### src/rtl/tune_pkg.sv
package tune_pkg;
  localparam int WORD_W = 32;
  localparam int HALF_W = 16;
  localparam int PH_W   = 2;
  localparam int DLY_W  = 8;

  typedef enum logic [0:0] {
    CLK_DRIVE  = 1'b0,
    CLK_SAMPLE = 1'b1
  } clk_kind_e;

  // Field placement depends on the word kind; downstream logic relies on it.
  function automatic int ph_lsb(input int is_sample);
    return (is_sample != 0) ? 1 : 0;
  endfunction

  function automatic int dly_lsb(input int is_sample);
    return (is_sample != 0) ? 3 : 2;
  endfunction

  function automatic int mode_pos(input int is_sample);
    return (is_sample != 0) ? 11 : 10;
  endfunction
endpackage

### src/rtl/tune_addr_dec.sv
module tune_addr_dec #(
  parameter int ADDR_W = 12,
  parameter int N_CTRL = 4,
  parameter logic [ADDR_W-1:0] BASE = 12'h140,
  localparam int N_WORDS = 2 * N_CTRL,
  localparam int IDX_W = (N_WORDS > 1) ? $clog2(N_WORDS) : 1
) (
  input  logic [ADDR_W-1:0] addr,
  output logic              hit,
  output logic [IDX_W-1:0]  word_idx
);
  localparam logic [ADDR_W-1:0] SPAN = ADDR_W'(4 * N_WORDS);

  logic [ADDR_W-1:0] off;

  always_comb begin
    off      = addr - BASE;
    hit      = (addr >= BASE) && (off < SPAN) && (off[1:0] == 2'b00);
    word_idx = off[IDX_W+1:2];
  end
endmodule

### src/rtl/tune_word.sv
module tune_word #(
  parameter int IS_SAMPLE = 0,
  localparam int HW = tune_pkg::HALF_W,
  localparam int PL = tune_pkg::ph_lsb(IS_SAMPLE),
  localparam int DL = tune_pkg::dly_lsb(IS_SAMPLE),
  localparam int MB = tune_pkg::mode_pos(IS_SAMPLE)
) (
  input  logic                       clk,
  input  logic                       rst,
  input  logic                       we,
  input  logic [tune_pkg::WORD_W-1:0] wdata,
  output logic [HW-1:0]              q,
  output logic [tune_pkg::PH_W-1:0]  phase,
  output logic [tune_pkg::DLY_W-1:0] delay,
  output logic                       mode
);
  logic [HW-1:0] mask;
  logic [HW-1:0] val;

  always_comb begin
    mask = wdata[2*HW-1:HW];
    val  = wdata[HW-1:0];
  end

  always_ff @(posedge clk) begin
    if (rst) begin
      q <= '0;
    end else if (we) begin
      q <= (q & ~mask) | (val & mask);
    end
  end

  always_comb begin
    phase = q[PL +: tune_pkg::PH_W];
    delay = q[DL +: tune_pkg::DLY_W];
    mode  = q[MB];
  end
endmodule

### src/rtl/tune_ctl_bank.sv
module tune_ctl_bank #(
  parameter int ADDR_W = 12,
  parameter int N_CTRL = 4,
  parameter logic [ADDR_W-1:0] BASE = 12'h140,
  localparam int N_WORDS = 2 * N_CTRL,
  localparam int IDX_W = (N_WORDS > 1) ? $clog2(N_WORDS) : 1,
  localparam int PW = tune_pkg::PH_W,
  localparam int DW = tune_pkg::DLY_W
) (
  input  logic              clk,
  input  logic              rst,
  input  logic              wr_en,
  input  logic              rd_en,
  input  logic [ADDR_W-1:0] addr,
  input  logic [31:0]       wdata,
  output logic [31:0]       rdata,
  output logic [PW*N_CTRL-1:0] drv_phase,
  output logic [DW*N_CTRL-1:0] drv_delay,
  output logic [N_CTRL-1:0]    drv_mode,
  output logic [PW*N_CTRL-1:0] smp_phase,
  output logic [DW*N_CTRL-1:0] smp_delay,
  output logic [N_CTRL-1:0]    smp_mode
);
  logic             hit;
  logic [IDX_W-1:0] idx;
  logic [tune_pkg::HALF_W-1:0] words [N_WORDS];

  tune_addr_dec #(.ADDR_W(ADDR_W), .N_CTRL(N_CTRL), .BASE(BASE)) u_dec (
    .addr(addr), .hit(hit), .word_idx(idx)
  );

  for (genvar w = 0; w < N_WORDS; w++) begin : g_word
    localparam int C = w / 2;
    localparam int IS_S = w % 2;
    logic [PW-1:0] ph;
    logic [DW-1:0] dl;
    logic          md;

    tune_word #(.IS_SAMPLE(IS_S)) u_word (
      .clk(clk), .rst(rst),
      .we(wr_en && hit && (idx == IDX_W'(w))),
      .wdata(wdata), .q(words[w]),
      .phase(ph), .delay(dl), .mode(md)
    );

    if (IS_S == int'(tune_pkg::CLK_SAMPLE)) begin : g_smp
      assign smp_phase[PW*C +: PW] = ph;
      assign smp_delay[DW*C +: DW] = dl;
      assign smp_mode[C]           = md;
    end else begin : g_drv
      assign drv_phase[PW*C +: PW] = ph;
      assign drv_delay[DW*C +: DW] = dl;
      assign drv_mode[C]           = md;
    end
  end

  always_ff @(posedge clk) begin
    if (rst) begin
      rdata <= '0;
    end else if (rd_en) begin
      rdata <= hit ? {16'h0000, words[idx]} : 32'h0;
    end
  end
endmodule

### config.mk
export PLATFORM = sky130hd
export DESIGN_NAME = tune_ctl_bank
export DESIGN_NICKNAME = d
export VERILOG_FILES = /design/src/rtl/tune_pkg.sv /design/src/rtl/tune_addr_dec.sv /design/src/rtl/tune_word.sv /design/src/rtl/tune_ctl_bank.sv
export SDC_FILE = /design/constraint.sdc
export NUM_CORES = 1
export LEC_CHECK = 0
export BUFFER_PORTS_ARGS = -buffer_cell sky130_fd_sc_hd__buf_2
export CAP_MARGIN = 20
export CORE_ASPECT_RATIO = 0.75
export CORE_UTILIZATION = 30
export CTS_BUF_LIST = sky130_fd_sc_hd__clkbuf_16
export DETAILED_ROUTE_END_ITERATION = 10
export GPL_TIMING_DRIVEN = 0
export MAX_ROUTING_LAYER = met4
export PLACE_DENSITY = 0.59
export SLEW_MARGIN = 20
export SYNTH_ARGS = -nofsm -noshare
export SYNTH_HDL_FRONTEND = slang
export SYNTH_SLANG_ARGS = --single-unit
### constraint.sdc
create_clock -name clk -period 1.9 [get_ports clk]
set_clock_uncertainty 0.05 [all_clocks]
set_input_delay 0.19 -clock clk [delete_from_list [all_inputs] [get_ports clk]]
set_output_delay 0.19 -clock clk [all_outputs]
set_load 0.01 [all_outputs]
==> After elaboration in Yosys (flattened, before gate mapping) <==
Cells that the tools add are included.
{ "op_classes": {"n_shift": 0, "mul": 0, "mux": 4, "order_cmp": 3, "bitwise_logic": 19, "eq_ne": 7, "n_reduce_logical": 13, "div": 0, "add_sub_neg": 1} }
{ "op_table": {"columns": ["op", "n"], "rows": [
  ["bitwise AND 16 bit", 9],
  ["OR 16 bit", 8],
  ["binary-select mux 16 bit (select 3 bit)", 1],
  ["two-way mux 16 bit", 3],
  ["inverter 16 bit", 1],
  ["== test 3 bit (second input constant)", 4],
  [">= comparator 12 x 9 -> 1 bit (second input constant)", 1],
  ["less-than comparator 12 x 6 -> 1 bit (second input constant)", 1],
  ["subtractor 12 x 9 -> 12 bit (second input constant)", 1],
  ["logical AND 1 bit", 11],
  ["== test 3 x 2 -> 1 bit (second input constant)", 2],
  [">= comparator 4 bit (second input constant)", 1],
  ["inverter 3 -> 4 bit", 1],
  ["== test 3 x 1 -> 1 bit (second input constant)", 1],
  ["logical NOT 3 bit", 1],
  ["logical NOT 2 bit", 1]
]} }
{ "totals": {"inputBits": 48, "mem_bits_rw": 0, "n_memories": 0, "romBits": 0, "register_bits": 160, "latch_bits": 0, "output_inout_bits": 120} }

==> Logic depth before layout (Yosys ltp) <==
Gate-level depths: netlist (run 1).
{ "depth": {"depth_word": 6, "depth_mapped": 7, "mapped_depth_nobuf": 3} }

==> Hierarchy <==
Synthesis (run 1) repeated with hierarchy kept, for this count alone.
{ "unflattened": {"cells_unflattened": 909, "area_unflattened_um2": 8511.9} }
{ "modules_own_cells": {"columns": ["mod", "n_inst", "area_each_um2", "cells_per_inst", "seq_area_each_um2"], "rows": [
  ["tune_word", 8, 793.3, 80, 320.3],
  ["tune_ctl_bank", 1, 2119.5, 263, 320.3],
  ["tune_addr_dec", 1, 46.3, 6, 0.0]
]} }

==> Least setup slack after synthesis (run 1) <==
Ideal clock, no wire load.
{ "synth_timing": {"path_type": "input-to-reg", "startpoint": "input addr[3]", "endpoint": "register rdata[4]", "setup_ns": 0.129, "setup_slack_ns": 0.499, "t_required_ns": 1.721, "cell_stages": 5, "t_arrival_ns": 1.222, "cell_sequence": "buf_6 -> buf_6 -> mux4_1 -> mux2i_1 -> o21ai_0"} }
{ "synth_via": {"elab_chain_len": 6, "word_cells_on_any_way": 10, "cone_classes": "1 x add/sub; 2 x order compare; 4 x mux; 1 x bitwise; 2 x reduce/logical"} }
{ "synth_lines": {"columns": ["item", "line", "rtl"], "rows": [
  ["start, declared", "tune_ctl_bank.sv:14", "input logic [ADDR_W-1:0] addr,"],
  ["branches (longest 5 deep; another with subtractor 12 x 9 -> 12 bit)", null, null],
  ["two-way mux 16 bit *", "tune_ctl_bank.sv:61", "rdata <= hit ? {16'h0000, words[idx]} : 32'h0;"],
  ["end signal, assigned", "tune_ctl_bank.sv:61", null],
  ["end, declared", "tune_ctl_bank.sv:16", "output logic [31:0] rdata,"]
]} }
Every way passes the cells marked *. The select of a mux whose other input is x is not followed.
A chain may end at the register's enable or synchronous reset.

==> run_results.csv, run 1 <==
group,metric,value,unit
synthesis,synthArstFlopShare,0,%
placed_design,dp_cells,1445,
global_route,grt_max_degree,17,
clock_tree,clk_path_buf_depth,2,
placed_design,finalWeightedCongestion,0.9358,
die,ioPinCount,168,
synthesis,synth.area.top_cells,"dfxtp_1 33%, mux2i_1 17%, nand2b_1 10%",
synthesis,avgSynthCellArea,9.758,um2
clock_tree,clk_latency,430,ps
hold_path,hp-start,"rd_en",
clock_tree,cts-root-buf,"clkbuf_16",
die,rows,53,
synthesis,synth.distinct_cells,31,
sta,hold_viol,0,
layout,multi_input_area,4634,um2
sta,setup_viol,0,
hold_path,hold_path_end,"rdata[2]",
layout,nets,1128,
clock_tree,cts.sinks,144,
layout,nFillCells,2893,
sta,max_freq,0.5367,GHz
sta,fin_crit_sh,98.07,%
routing,via_per_inst,5.147,
critical_path,crit_family,"simple AND/OR/NAND/NOR gates",
placed_design,portBuffers,151,
synthesis,synthAdderAreaFrac,0,%
power,leakage,5.286,nW
synthesis,yosysSeqAreaShare,33.05,%
critical_path,critPathKind,"in -> reg",
hold_path,hold_depth,4,
critical_path,crit_chain,"buf_2 -> nor4_2 -> buf_2 -> buf_2 -> nand4_1 -> mux2i_1",
synthesis,ys_warn_count,0,
critical_path,cpMaxStageDelayCell,"nor4_2",
synthesis,synthFlopType,"dfxtp_1",
global_route,grt_pass1_wl,46600,um
clock_tree,htree_num_levels,4,
routing,drt_drc_violations_left,0,
layout,area.sequential,2883,um2
critical_path,ff2ff_setup_slack,460,ps
routing,ant_nets,0,
synthesis,netlist_instances,894,
routing,wl_per_cell,21.84,um
global_route,grt_usage,22.27,%
sta,tightest_slew,848.7,ps
routing,dr_total_vias,7607,
critical_path,worstPathRequired,2150,ps
global_route,grt_pass1_vias,7212,
power,max-vdd-ir-drop,0.6764,mV
critical_path,path_common_cell,"buf_2",
sta,layout_min_cycle_time,1863,ps
global_route,antenna_found_initial,2,
global_route,overflow,0,
synthesis,netlist_area,8723,um2
clock_tree,cts_buffers,17,
clock_tree,cts_tree,"done",
clock_tree,holdBufCountCts,0,
hold_path,hold_class,"in -> reg",
routing,finalWirelength,32280,um
die,dieWidth,198.9,um
layout,stdcell_count,1478,
die,design.core.area,28320,um2
power,powerDensity,680.6,nW/um2
clock_tree,cts.reportedPaths.clkPinSlew,60,ps
run_status,status,"completed",
critical_path,r2r-end,"rdata[0]",
synthesis,synth_top_area_share,33.05,%
critical_path,worstSetupStartpointType,"input port",
synthesis,synth_edf_count,0,
synthesis,synth_xor_area_share,0,%
critical_path,path_buf_inv,3,
critical_path,end_kind,"flop",
routing,drt_iter0_drc,915,
flow_run,cap_violations,0,
routing,dr.pass1.iters,7,
sta,setup_tns,0,ps
die,initial_core_util,30.81,%
synthesis,synth-seq-cells,144,
die,chipHeight,149.7,um
layout,drive_gt1_share,33.73,%
placed_design,dp_hpwl,22810,um
critical_path,path_max_fanout,10,
synthesis,synth_compound_gate_area_share,1.119,%
placed_design,dp_slack,-626.3,ps
sta,worst_slack,36.62,ps
sta,rsz0062_at_grt,"no",
sta,slew-limit-headroom,43.42,%
synthesis,yosys.area_share.simple,26.25,%
critical_path,ff2ff_path_depth,3,
critical_path,crit_path_max_incr_delay,680,ps
synthesis,yosysTopAreaCell,"dfxtp_1",
die,die_area,29770,um2
sta,slew_violations,0,
synthesis,synth_mux_area_share,25.07,%
synthesis,synth_top_family_by_area,"simple AND/OR/NAND/NOR gates",
layout,area.growth.synth_to_final,21.90,%
critical_path,arrival,2120,ps
[cell usage after synthesis (10+ instances only)]
library cell,instances
and3b_1,17
buf_1,15
buf_2,40
buf_4,110
clkbuf_1,26
dfxtp_1,144
mux2i_1,145
mux4_1,10
mux4_2,20
nand2_1,17
nand2b_1,145
nand4_1,129
nor2b_1,17
nor3b_1,16
o21ai_0,14
[area by class of cell]
type	instances	share of cell area [%]
Antenna cell	2	0.04706
Buffer	199	11.85
Clock buffer	17	4.000
Clock inverter	13	1.635
Multi-Input combinational cell	565	43.58
Sequential cell	144	27.11
Tap cell	385	4.530
Timing Repair Buffer	153	7.248
[logic make-up (layout without fill, tap and decap cells)]
| family | Yosys count | count (layout) |
|---|---|---|
| flops | 144 | 144 |
| buf+inv | 200 | 382 |
| compound gates | 18 | 18 |
| simple gates | 354 | 354 |
| other cells | 1 | 18 |
| mux | 177 | 177 |
[how the worst max path moves through the flow]
stage,startpoint,end,slack (ps),depth (start not counted)
2_1_floorplan,addr[3],rdata[4],500,5
3_3_place_gp,rst,flop,-620,7
3_5_place_dp,rst,flop,-630,7
4_1_cts,addr[10],flop,130,6
5_1_grt,rst,flop,70,6
6_report,addr[10],flop,40,6
[through the flow]
stage	utilization, %	hold slack [ps]	instance area [um2]	total power (W)
floorplan	-	350.0	8780	0.003478
global placement	35.38	384.4	10020	0.003745
detailed placement	35.38	392.0	10020	0.003747
CTS	37.54	94.96	10630	0.007228
global route	37.55	136.0	10630	0.007420
finish	37.55	92.09	10630	0.007237
[tightest hold or removal path, cell delays in order]
cell and delay, ps:
buf_2 90, nor2_2 100, nand2_1 80, o21ai_0 60
[what timing repair did]
item	in CTS	in global routing
buffers inserted	2	0
resized for setup	1	0
endpoints found under the setup margin	111	0
[per-layer routing]
metal | global-route usage [%] | up-vias | wire length [um]
li1 | - | 3469 | -
met1 | 30.63 | 3687 | 14780
met2 | 31.98 | 376 | 13910
met3 | 4.958 | 75 | 2703
met4 | 7.462 | 0 | 882
met5 | - | - | 0
[layout by cell type (no fill, tap or decap), types with 15 or more instances in the layout]
| cell | synthesis | layout |
|---|---|---|
| clkbuf_1 | 26 | 24 |
| nor3b_1 | 16 | 16 |
| conb_1 | 1 | 16 |
| and3b_1 | 17 | 17 |
| nor2b_1 | 17 | 17 |
| buf_2 | 40 | 191 |
| nand2b_1 | 145 | 145 |
| clkbuf_16 | 0 | 17 |
| nand2_1 | 17 | 17 |
| dfxtp_1 | 144 | 144 |
| buf_1 | 15 | 15 |
| nand4_1 | 129 | 129 |
| mux4_2 | 20 | 20 |
| buf_4 | 110 | 112 |
| mux2i_1 | 145 | 145 |
[power by group]
part | total, W | switching [W] | internal (W)
Combinational | 0.000679 | 0.000445 | 0.000234
Sequential | 0.00302 | 0.000000136 | 0.00302
Clock | 0.00354 | 0.00137 | 0.00216
Power figures use the tool's default switching activity.
==> run 2, diff against run 1 <==
==> constraint.sdc (replaced) <==
create_clock -name clk -period 2.4 [get_ports clk]
set_clock_uncertainty 0.05 [all_clocks]
set_input_delay 0.24 -clock clk [delete_from_list [all_inputs] [get_ports clk]]
set_output_delay 0.24 -clock clk [all_outputs]
set_load 0.01 [all_outputs]
==> run_results.csv, run 2 (synthesis results as in run 1) <==
group,metric,value,unit
run_status,status,"completed",
clock_tree,cts.reportedPaths.clkPinSlew,60,ps
sta,slew-limit-headroom,42.81,%
placed_design,dp_hpwl,22810,um
critical_path,worstSetupStartpointType,"input port",
global_route,grt_max_degree,17,
die,design.core.area,28320,um2
sta,hold_viol,0,
sta,slew_violations,0,
power,leakage,5.275,nW
layout,drive_gt1_share,33.49,%
power,pwr-share-seq,41.8,%
layout,final_common_cell,"buf_2",
sta,tightest_slew,857.9,ps
power,max-vdd-ir-drop,0.5290,mV
die,initial_core_util,30.81,%
clock_tree,cts_setup_buffers,0,
clock_tree,clk_latency,430,ps
clock_tree,cts_resized,0,
global_route,grt_usage,22.22,%
power,p_int,0.004289,W
placed_design,portBuffers,151,
global_route,grt_pass1_wl,46510,um
clock_tree,cts_tree,"done",
routing,drt_drc_violations_left,0,
routing,via_per_inst,5.138,
power,p_sw,0.001434,W
critical_path,path_max_fanout,10,
sta,max_freq,0.4589,GHz
layout,nets,1127,
critical_path,end_kind,"flop",
routing,ant_nets,0,
flow_run,cap_violations,0,
power,comb_power_share,9.4,%
power,p_clk_share,48.8,%
die,dieWidth,198.9,um
layout,area.growth.synth_to_final,21.76,%
die,ioPinCount,168,
critical_path,worstPathRequired,2700,ps
critical_path,arrival,2480,ps
critical_path,critPathKind,"in -> reg",
placed_design,finalWeightedCongestion,0.9358,
global_route,antenna_found_initial,2,
sta,setup_viol,0,
global_route,grt_pass1_vias,7205,
clock_tree,htree_num_levels,4,
power,powerDensity,538.8,nW/um2
power,p_sw_share,25.05,%
layout,final_cell_mix,"191 x buf_2, 145 x nand2b_1, 145 x mux2i_1, 144 x dfxtp_1, 129 x nand4_1",
sta,rsz0062_at_grt,"no",
sta,layout_min_cycle_time,2179,ps
routing,drt_iter0_drc,909,
die,rows,53,
clock_tree,cts.sinks,144,
sta,whs,154.0,ps
routing,dr.pass1.iters,5,
sta,fin_crit_sh,90.80,%
clock_tree,cts-root-buf,"clkbuf_16",
routing,dr_total_vias,7589,
sta,setup_tns,0,ps
clock_tree,clk_path_buf_depth,2,
routing,finalWirelength,32140,um
routing,wl_per_cell,21.76,um
die,chipHeight,149.7,um
global_route,overflow,0,
hold_path,hold_class,"in -> reg",
die,die_area,29770,um2
clock_tree,cts_buffers,17,
clock_tree,holdBufCountCts,0,
==> run 2: cell types whose count changed in the layout (fill, tap and decap cells not counted), sizes merged <==
cell | before | now
buf | 324 | 322
clkbuf | 45 | 46
==> run 2: critical path, stage by stage <==
cell and delay, ps:
buf_2 100, nor4_2 660, nand4_1 700, clkbuf_1 490
o21ai_0 280
==> run 2: power groups by stage <==
stage          clock network (W)  registers [W]  logic (W)
2_1_floorplan                  0        0.00244   0.000310
3_3_place_gp                   0        0.00244   0.000522
3_5_place_dp                   0        0.00244   0.000523
4_1_cts                  0.00281        0.00239   0.000524
5_1_grt                  0.00293        0.00239   0.000560
6_report                 0.00280        0.00239   0.000537
==> run 2: worst paths after layout <==
check,start,endpoint,slack [ps],cells after the start
min reg2reg,rdata[8],rdata[8],400,2
max,addr[10],rdata[11],220,5
max reg2reg,flop,rdata[0],940,3
min,rd_en,rdata[1],150,4
==> run 2: final cells by class <==
class / instances / area, um2
antenna: 2 / 5.005
buffer: 200 / 1262
clock buffer: 17 / 425.4
clock inverter: 13 / 173.9
fill: 2892 / 17690
multi-input combinational: 565 / 4634
sequential: 144 / 2883
tap: 385 / 481.7
timing repair buffer: 151 / 755.7
==> run 2: metal layers <==
layer  track usage [%]  wire, um  up-vias
li1                  -         -     3472
met1             30.67     14650     3633
met2             31.98     13780      408
met3             4.846      2839       76
met4             7.154       869        0
met5                 -         0        -
==> run 2: through the flow <==
step                      power (W)  utilization (%)  setup slack [ps]  instances  instance area [um2]
after floorplan            0.002753                -             949.0        909                 8780
after global placement     0.002965            35.38            -170.1       1445                10020
after detailed placement   0.002966            35.38            -176.4       1445                10020
after CTS                  0.005722            37.49             261.2       1475                10620
after global routing       0.005874            37.51             133.4       1477                10620
final                      0.005723            37.51             220.7       1477                10620
==> run 3, diff against run 2 <==
--- a/config.mk
+++ b/config.mk
@@ -8,6 +8,7 @@
 export BUFFER_PORTS_ARGS = -buffer_cell sky130_fd_sc_hd__buf_2
 export CAP_MARGIN = 20
 export CORE_ASPECT_RATIO = 0.75
+export CORE_MARGIN = 3
 export CORE_UTILIZATION = 30
 export CTS_BUF_LIST = sky130_fd_sc_hd__clkbuf_16
 export DETAILED_ROUTE_END_ITERATION = 10
==> run_results.csv, run 3 (synthesis results as in run 1) <==
group,metric,value,unit
hold_path,hp-start,"rd_en",
critical_path,worstSetupStartpointType,"input port",
clock_tree,cts_resized,0,
global_route,overflow,0,
hold_path,hold_depth,4,
global_route,antenna_found_initial,4,
critical_path,end_kind,"flop",
die,chipHeight,153.7,um
layout,nFillCells,2880,
routing,drt_drc_violations_left,0,
critical_path,crit_path_max_incr_delay,680,ps
clock_tree,cts.reportedPaths.clkPinSlew,70,ps
clock_tree,cts_buffers,17,
die,design.core.area,28320,um2
die,dieWidth,202.9,um
power,powerDensity,535.8,nW/um2
placed_design,portBuffers,151,
routing,ant_nets,0,
placed_design,place_area,10020,um2
critical_path,ff2ff_path_depth,3,
clock_tree,cts-root-buf,"clkbuf_16",
placed_design,finalWeightedCongestion,0.9035,
die,rows,53,
routing,dr.pass1.iters,5,
layout,area.growth.synth_to_final,21.76,%
sta,slew-limit-headroom,50.94,%
power,leakage,5.269,nW
critical_path,ff2ff_setup_slack,970,ps
sta,hold_viol,0,
layout,final_cell_mix,"191 x buf_2, 145 x nand2b_1, 145 x mux2i_1, 144 x dfxtp_1, 129 x nand4_1",
clock_tree,cts_tree,"done",
routing,finalWirelength,32460,um
clock_tree,clk_path_buf_depth,2,
power,max-vdd-ir-drop,0.4805,mV
sta,max_freq,0.4548,GHz
critical_path,worstPathRequired,2700,ps
die,ioPinCount,168,
placed_design,dp_hpwl,23300,um
routing,via_per_inst,5.122,
sta,rsz0062_at_grt,"no",
global_route,grt_pass1_wl,47510,um
critical_path,cpMaxStageDelayCell,"nor4_2",
routing,dr_total_vias,7585,
run_status,status,"completed",
flow_run,cap_violations,0,
die,die_area,31180,um2
sta,fin_crit_sh,91.61,%
layout,final_common_cell,"buf_2",
placed_design,dp_slack,-266.5,ps
clock_tree,holdBufCountCts,0,
layout,drive_gt1_share,33.70,%
sta,slew_violations,0,
sta,tightest_slew,729.8,ps
clock_tree,cts.sinks,144,
critical_path,path_max_fanout,10,
layout,multi_input_area,4634,um2
layout,nets,1127,
sta,layout_min_cycle_time,2199,ps
critical_path,arrival,2490,ps
sta,setup_viol,0,
hold_path,hold_path_end,"rdata[0]",
global_route,grt_usage,20.95,%
sta,worst_slack,201.3,ps
clock_tree,cts_setup_buffers,0,
clock_tree,clk_latency,440,ps
hold_path,hold_class,"in -> reg",
die,initial_core_util,30.81,%
routing,wl_per_cell,21.92,um
critical_path,r2r-end,"rdata[0]",
routing,drt_iter0_drc,813,
layout,stdcell_area,10620,um2
clock_tree,htree_num_levels,4,
critical_path,crit_chain,"buf_2 -> nor4_2 -> nand4_1 -> clkbuf_1 -> o21ai_0",
critical_path,critPathKind,"in -> reg",
layout,area.sequential,2883,um2
global_route,grt_max_degree,17,
global_route,grt_pass1_vias,7340,
## run 3: final cells by class
type	count	share of cell area, %
clock buffers	17	4.005
plain buffers	200	11.89
flip-flops and latches	144	27.14
clock inverters	15	1.590
well taps	385	4.535
multi-input cells	565	43.63
repair buffers	151	7.115
diodes	4	0.09424
## run 3: power by group
group          total, W  switching [W]  internal, W
Clock           0.00277        0.00114      0.00163
Combinational  0.000534       0.000348     0.000185
Sequential      0.00239    0.000000107      0.00239
## run 3: worst max-delay path, delay by kind of cell
kind            cells  cell delay, ps
compound gates      1             300
simple gates        2            1310
buf+inv             2             650
## run 3: routing by layer
layer / global-route usage, % / routed length, um / share of wire (%)
met4: 7.649 / 1080 / 3.3
met2: 30.12 / 13860 / 43
met1: 28.64 / 14710 / 45
met5: - / 0 / 0
met3: 4.952 / 2818 / 8.7
## run 3: worst max-delay path by stage
stage / startpoint / endpoint / slack [ps] / cells past startpoint
3_5_place_dp: addr[10] / rdata[6] / -270 / 5
3_3_place_gp: addr[10] / rdata[11] / -170 / 5
2_1_floorplan: addr[3] / rdata[4] / 950 / 5
6_report: addr[10] / rdata[6] / 200 / 5
5_1_grt: rst / flop / 170 / 7
4_1_cts: addr[10] / rdata[6] / 190 / 5
## run 3: through the flow
stage,utilization (%),hold WS [ps],std cells,TNS [ps],power [W]
2_1_floorplan,-,397.7,909,0,0.002753
3_3_place_gp,35.38,382.2,1445,-4644,0.002962
3_5_place_dp,35.38,392.7,1445,-6063,0.002962
4_1_cts,37.48,137.0,1477,0,0.005682
5_1_grt,37.51,141.3,1481,0,0.005816
6_report,37.51,144.5,1481,0,0.005691
